===== config.mk =====
export PLATFORM = sky130hd
export DESIGN_NAME = arb2_bus_arbiter
export DESIGN_NICKNAME = d
export VERILOG_FILES = /design/src/rtl/arb2_pkg.sv /design/src/rtl/arb2_ctl_reg.sv /design/src/rtl/arb2_cyc_track.sv /design/src/rtl/arb2_demote.sv /design/src/rtl/arb2_pick.sv /design/src/rtl/arb2_bus_arbiter.sv
export SDC_FILE = /design/constraint.sdc
export NUM_CORES = 1
export LEC_CHECK = 0
export BUFFER_PORTS_ARGS = -buffer_cell sky130_fd_sc_hd__buf_2
export CELL_PAD_IN_SITES_DETAIL_PLACEMENT = 0
export CELL_PAD_IN_SITES_GLOBAL_PLACEMENT = 1
export CORE_AREA = 2 2 39 41
export DETAILED_ROUTE_END_ITERATION = 16
export DIE_AREA = 0 0 41 43
export GPL_ROUTABILITY_DRIVEN = 0
export GPL_TIMING_DRIVEN = 0
export PLACE_DENSITY_LB_ADDON = 0.05
export SYNTH_ARGS = -nofsm -noshare
export SYNTH_HDL_FRONTEND = slang
export SYNTH_HIERARCHICAL = 1
export SYNTH_SLANG_ARGS = --single-unit

===== constraint.sdc =====
create_clock -name clk -period 3 [get_ports clk]
set_input_delay 0.75 -clock clk [delete_from_list [all_inputs] [get_ports clk]]
set_output_delay 0.75 -clock clk [all_outputs]
set_load 0.05 [all_outputs]

===== src/rtl/arb2_pkg.sv =====
package arb2_pkg;
   localparam int unsigned MST_N   = 2;
   localparam int unsigned CORE_IX = 0;
   localparam int unsigned DMA_IX  = 1;

   typedef logic [MST_N-1:0] gnt_t;

   typedef struct packed {
      logic dma_first;
      logic arb_off;
   } ctl_t;

   localparam gnt_t GNT_CORE = gnt_t'(1) << CORE_IX;
   localparam gnt_t GNT_DMA  = gnt_t'(1) << DMA_IX;
endpackage


===== src/rtl/arb2_ctl_reg.sv =====
module arb2_ctl_reg
   import arb2_pkg::*;
(
   input  logic clk,
   input  logic rst,
   input  logic wr,
   input  ctl_t ctl_in,
   output ctl_t ctl_q
);
   always_ff @(posedge clk) begin
      if (rst)     ctl_q <= '0;
      else if (wr) ctl_q <= ctl_in;
   end

   a_r1_ctl_clear: assert property (@(posedge clk) rst |=> (ctl_q == '0));
endmodule


===== src/rtl/arb2_cyc_track.sv =====
module arb2_cyc_track (
   input  logic clk,
   input  logic rst,
   input  logic cyc_start,
   input  logic cyc_end,
   output logic busy_q,
   output logic arb_pt
);
   always_ff @(posedge clk) begin
      if (rst)            busy_q <= 1'b0;
      else if (cyc_end)   busy_q <= 1'b0;
      else if (cyc_start) busy_q <= 1'b1;
   end

   assign arb_pt = cyc_end | (~busy_q & ~cyc_start);

   a_r6_busy_tracks: assert property (@(posedge clk) disable iff (rst)
      (cyc_start && !cyc_end) |=> busy_q);
endmodule


===== src/rtl/arb2_demote.sv =====
module arb2_demote (
   input  logic clk,
   input  logic rst,
   input  logic fetch_killed,
   input  logic arb_pt,
   input  logic any_req,
   output logic demote_eff
);
   logic dem_q;
   logic consume;

   assign consume    = arb_pt & any_req;
   assign demote_eff = dem_q | fetch_killed;

   always_ff @(posedge clk) begin
      if (rst)          dem_q <= 1'b0;
      else if (consume) dem_q <= 1'b0;
      else              dem_q <= demote_eff;
   end

   a_r8_spent_once: assert property (@(posedge clk) disable iff (rst)
      consume |=> !dem_q);
   a_r8_held: assert property (@(posedge clk) disable iff (rst)
      (fetch_killed && !consume) |=> dem_q);
endmodule


===== src/rtl/arb2_pick.sv =====
module arb2_pick
   import arb2_pkg::*;
(
   input  logic clk,
   input  logic rst,
   input  logic arb_pt,
   input  ctl_t ctl,
   input  logic demote,
   input  logic core_req,
   input  logic dma_req,
   output gnt_t gnt_q
);
   logic dma_wins;
   gnt_t gnt_d;

   always_comb begin
      dma_wins = ~ctl.arb_off & dma_req & (~core_req | ctl.dma_first | demote);
      gnt_d    = dma_wins ? GNT_DMA : GNT_CORE;
   end

   always_ff @(posedge clk) begin
      if (rst)         gnt_q <= GNT_CORE;
      else if (arb_pt) gnt_q <= gnt_d;
   end

   a_r2_onehot: assert property (@(posedge clk) disable iff (rst) $onehot(gnt_q));
   a_r5_off_core: assert property (@(posedge clk) disable iff (rst)
      (arb_pt && ctl.arb_off) |=> gnt_q[CORE_IX]);
   a_r7_park: assert property (@(posedge clk) disable iff (rst)
      (arb_pt && !core_req && !dma_req) |=> gnt_q[CORE_IX]);
   a_r4_dma_first: assert property (@(posedge clk) disable iff (rst)
      (arb_pt && !ctl.arb_off && ctl.dma_first && dma_req) |=> gnt_q[DMA_IX]);
   a_r3_core_first: assert property (@(posedge clk) disable iff (rst)
      (arb_pt && !ctl.dma_first && !demote && core_req) |=> gnt_q[CORE_IX]);
endmodule


===== src/rtl/arb2_bus_arbiter.sv =====
module arb2_bus_arbiter
   import arb2_pkg::*;
(
   input  logic clk,
   input  logic rst,
   input  logic cfg_wr,
   input  logic cfg_dma_first_in,
   input  logic cfg_arb_off_in,
   input  logic core_req,
   input  logic dma_req,
   input  logic cyc_start,
   input  logic cyc_end,
   input  logic fetch_killed,
   output logic core_gnt,
   output logic dma_gnt
);
   initial begin
      if (MST_N != 2) $error("arb2_bus_arbiter supports exactly two masters");
      if (CORE_IX == DMA_IX) $error("master indices must differ");
   end

   ctl_t ctl_in, ctl_q;
   logic busy_q, arb_pt, demote;
   gnt_t gnt_q;

   assign ctl_in.dma_first = cfg_dma_first_in;
   assign ctl_in.arb_off   = cfg_arb_off_in;

   arb2_ctl_reg u_ctl (
      .clk(clk), .rst(rst), .wr(cfg_wr), .ctl_in(ctl_in), .ctl_q(ctl_q)
   );

   arb2_cyc_track u_trk (
      .clk(clk), .rst(rst), .cyc_start(cyc_start), .cyc_end(cyc_end),
      .busy_q(busy_q), .arb_pt(arb_pt)
   );

   arb2_demote u_dem (
      .clk(clk), .rst(rst), .fetch_killed(fetch_killed), .arb_pt(arb_pt),
      .any_req(core_req | dma_req), .demote_eff(demote)
   );

   arb2_pick u_pick (
      .clk(clk), .rst(rst), .arb_pt(arb_pt), .ctl(ctl_q), .demote(demote),
      .core_req(core_req), .dma_req(dma_req), .gnt_q(gnt_q)
   );

   assign core_gnt = gnt_q[CORE_IX];
   assign dma_gnt  = gnt_q[DMA_IX];

   a_r1_reset_core: assert property (@(posedge clk) rst |=> (core_gnt && !dma_gnt));
   a_r6_hold: assert property (@(posedge clk) disable iff (rst)
      (busy_q && !cyc_end) |=> ($stable(core_gnt) && $stable(dma_gnt)));
endmodule


==> metrics.csv <==
stage;metric;value;unit
sta;fin_crit;1570;ps
routing;avgRoutedWirePerCell;9.88;um
synth;synthesis.nets;32;
power_and_ir_drop;p_sw_share;23.8;%
power_and_ir_drop;total_power;0.000187;W
synth;synthSimpleGateAreaFrac;24.0;%
die;rows;14;
critical_path;path_cells;buf_2 > or2_1 > or3b_1 > a41o_1;
sta;tightest_slew;248;ps
layout;layout-drive-gt1-share;44.4;%
critical_path;path_max_fanout;2;
grt;grt_pass1_vias;213;
clocking;path_clk_slew;40;ps
power_and_ir_drop;leakagePower;0.155;nW
critical_path;worstSetupPathType;input pin to flip-flop;
placed_design;dp_hpwl;411;um
grt;grt_usage;8.14;%
grt;grt_antenna_before_repair;0;
routing;detail-route-antenna-nets;0;
critical_path;critPathRequiredTime;3130;ps
die;die_h;43;um
die;ios;12;
layout;final_net_count;48;
clocking;cts_resized;0;
power_and_ir_drop;p_per_area;553;nW/um2
critical_path;slowest_stage;or3b_1;
power_and_ir_drop;internal-power;0.000142;W
synth;ys_types;13;
placed_design;dpl-instance-area;315;um2
routing;vias_per_cell;4.13;
critical_path;rrSetupSlack;1760;ps
routing;routed_wl;514;um
grt;grt_max_degree;8;
critical_path;startpoint_type;input pin;
sta;maxSlewHeadroom;83.6;%
critical_path;r2r_end;u_pick/gnt_q[1];
power_and_ir_drop;pwr-share-comb;15.0;%
job;max_cap_viol_count;0;
critical_path;cp_num_buf_inv;1;
routing;drc_errors;0;
hold_path;hold_path_class;flip-flop to flip-flop;
grt;grt_pass1_wl;834;um
critical_path;arrival;1700;ps
synth;postSynthCellCount;22;
layout;n_fill_cell;163;
synth;synth.yosys.seq_area_share;50.0;%
synth;synth-xor-area-share;0;%
clocking;numCtsBuffers;3;
layout;final_area;338;um2
routing;vias;215;
grt;overflow;0;
sta;fmax;0.635;GHz
routing;wl_met1;213;um
critical_path;cp_top_family;simple AND/OR/NAND/NOR gates;
placed_design;io_buffers;11;
critical_path;critPathMaxStageDelay;400;ps
power_and_ir_drop;seqPwrFrac;46.6;%
hold_path;whs_endpoint;u_ctl/ctl_q[0];
power_and_ir_drop;switchingPower;0.0000445;W
clocking;clock-root-buffer;clkbuf_4;
sta;setup-tns-final;0;ps
routing;wl_met3;47;um
power_and_ir_drop;peakVddDrop;204;uV
sta;timing.hold.ws;501;ps
clocking;clock_path_buffers;2;
routing;wl_met2;252;um
synth;syn_area;240;um2
hold_path;holdPathStages;2;
synth;ys_warn_count;6;
layout;areaGrowthSynthToFinish;40.6;%
power_and_ir_drop;clockPowerShare;38.4;%
run_status;outcome;finished, final reports clean;
synth;ys_seq_elements;6;
synth;synthAdderAreaFrac;0;%
synth;synth-compound-area-share;17.7;%
clocking;clkSinkCount;6;
synth;synth_top_family_by_area;simple AND/OR/NAND/NOR gates;
sta;min_period_over_period;52.5;%
sta;hold_viol_final;0;
hold_path;min_from;u_ctl/ctl_q[0];
critical_path;regToRegStartpoint;u_dem/dem_q;
routing;first_pass_iters;2;
routing;highest_layer;met3;
die;dieArea;1760;um2
synth;muxShareOfSynthArea;8.33;%
die;initial_utilization;17.4;%
clocking;post_cts.repair.setup_buffers;0;
sta;setup_viol;0;
routing;detail_route.iter0.violations;1;
synth;syn_avg_cell_area;10.9;um2
clocking;cts_tree;done;
critical_path;rr_worst_depth;3;
sta;slew_viol_final;0;
sta;fin_skew;1.36;ps
critical_path;worstSetupEndpointType;flip-flop;
layout;num_antenna_cells;0;
sta;rsz0062_at_grt;false;
clocking;ctsHtreeMaxLevel;1;
clocking;ctsHoldBuffers;0;
die;die_w;41;um
clocking;insertion_delay;240;ps
die;core_area;1380;um2
[power groups by stage]
| stage | combinational (W) | clock [W] | sequential (W) |
|---|---|---|---|
| 6_report | 0.0000280 | 0.0000717 | 0.0000871 |
| 5_1_grt | 0.0000310 | 0.0000871 | 0.0000873 |
| 4_1_cts | 0.0000284 | 0.0000770 | 0.0000872 |
| 3_5_place_dp | 0.0000282 | 0 | 0.0000886 |
| 3_3_place_gp | 0.0000279 | 0 | 0.0000884 |
| 2_1_floorplan | 0.0000105 | 0 | 0.0000946 |
[worst max-delay path by stage]
stage | startpoint | end | slack (ps) | cells past startpoint
global placement | fetch_killed | u_pick/gnt_q[1] | 1180 | 4
CTS | u_pick/gnt_q[0] | core_gnt | 1410 | 1
global route | u_pick/gnt_q[0] | core_gnt | 1380 | 1
detailed placement | fetch_killed | u_pick/gnt_q[1] | 1170 | 4
floorplan | fetch_killed | u_pick/gnt_q[1] | 1320 | 3
finish | fetch_killed | u_pick/gnt_q[1] | 1430 | 4
[state kept, by name, summed over array words and instances, names as in the netlist]
register      cells
u_ctl/ctl_q       2
u_pick/gnt_q      2
u_dem/dem_q       1
u_trk/busy_q      1
[cell families after synthesis]
family,after synthesis
compound gates,4
mux,2
simple gates,10
flops,6
[synth_stat cells]
cell	n	area, um2
dfxtp_1	6	120
and2_1	1	6.26
o21bai_4	1	18.8
nor3_1	1	5.00
nor3b_1	1	7.51
or2_1	2	12.5
a21oi_1	1	5.00
mux2i_1	2	20.0
nor2_1	3	11.3
nor2_2	1	6.26
or3b_1	1	8.76
a41o_1	1	10.0
a41oi_1	1	8.76
[tightest hold or removal path: cells and delay by family, from the launching register on]
| kind | cells | cell delay [ps] |
|---|---|---|
| muxes | 1 | 70 |
| DFF | 1 | 320 |
| and+or+nand+nor | 1 | 70 |
[through the flow]
stage               utilization (%)  worst slack (ps)  std cells
finish                         24.4              1430         52
global route                   24.4              1380         52
floorplan                         -              1320         22
CTS                            24.4              1410         52
global placement               22.8              1180         49
detailed placement             22.8              1170         49
[layout by cell type (no fill, tap or decap)]
cell type,n
a21oi_1,1
nor3_1,1
o21bai_4,1
nor2_2,1
a41o_1,1
or2_1,2
or3b_1,1
nor3b_1,1
nor2_1,3
dfxtp_1,6
and2_1,1
buf_2,11
mux2i_1,2
clkbuf_4,3
a41oi_1,1
[area by class of cell]
class / instances / area [um2] / share of cell area (%)
clock buffers: 3 / 22.5 / 6.67
flip-flops and latches: 6 / 120 / 35.6
repair buffers: 11 / 55.1 / 16.3
well taps: 16 / 20.0 / 5.93
multi-input cells: 16 / 120 / 35.6
[routing by layer]
metal / vias up / GRT usage, %
li1: 109 / -
met1: 98 / 7.10
met2: 8 / 10.0
met3: 0 / 9.42
met4: 0 / 6.00
met5: - / 0
Note: power is estimated with default switching activity, not from simulation.
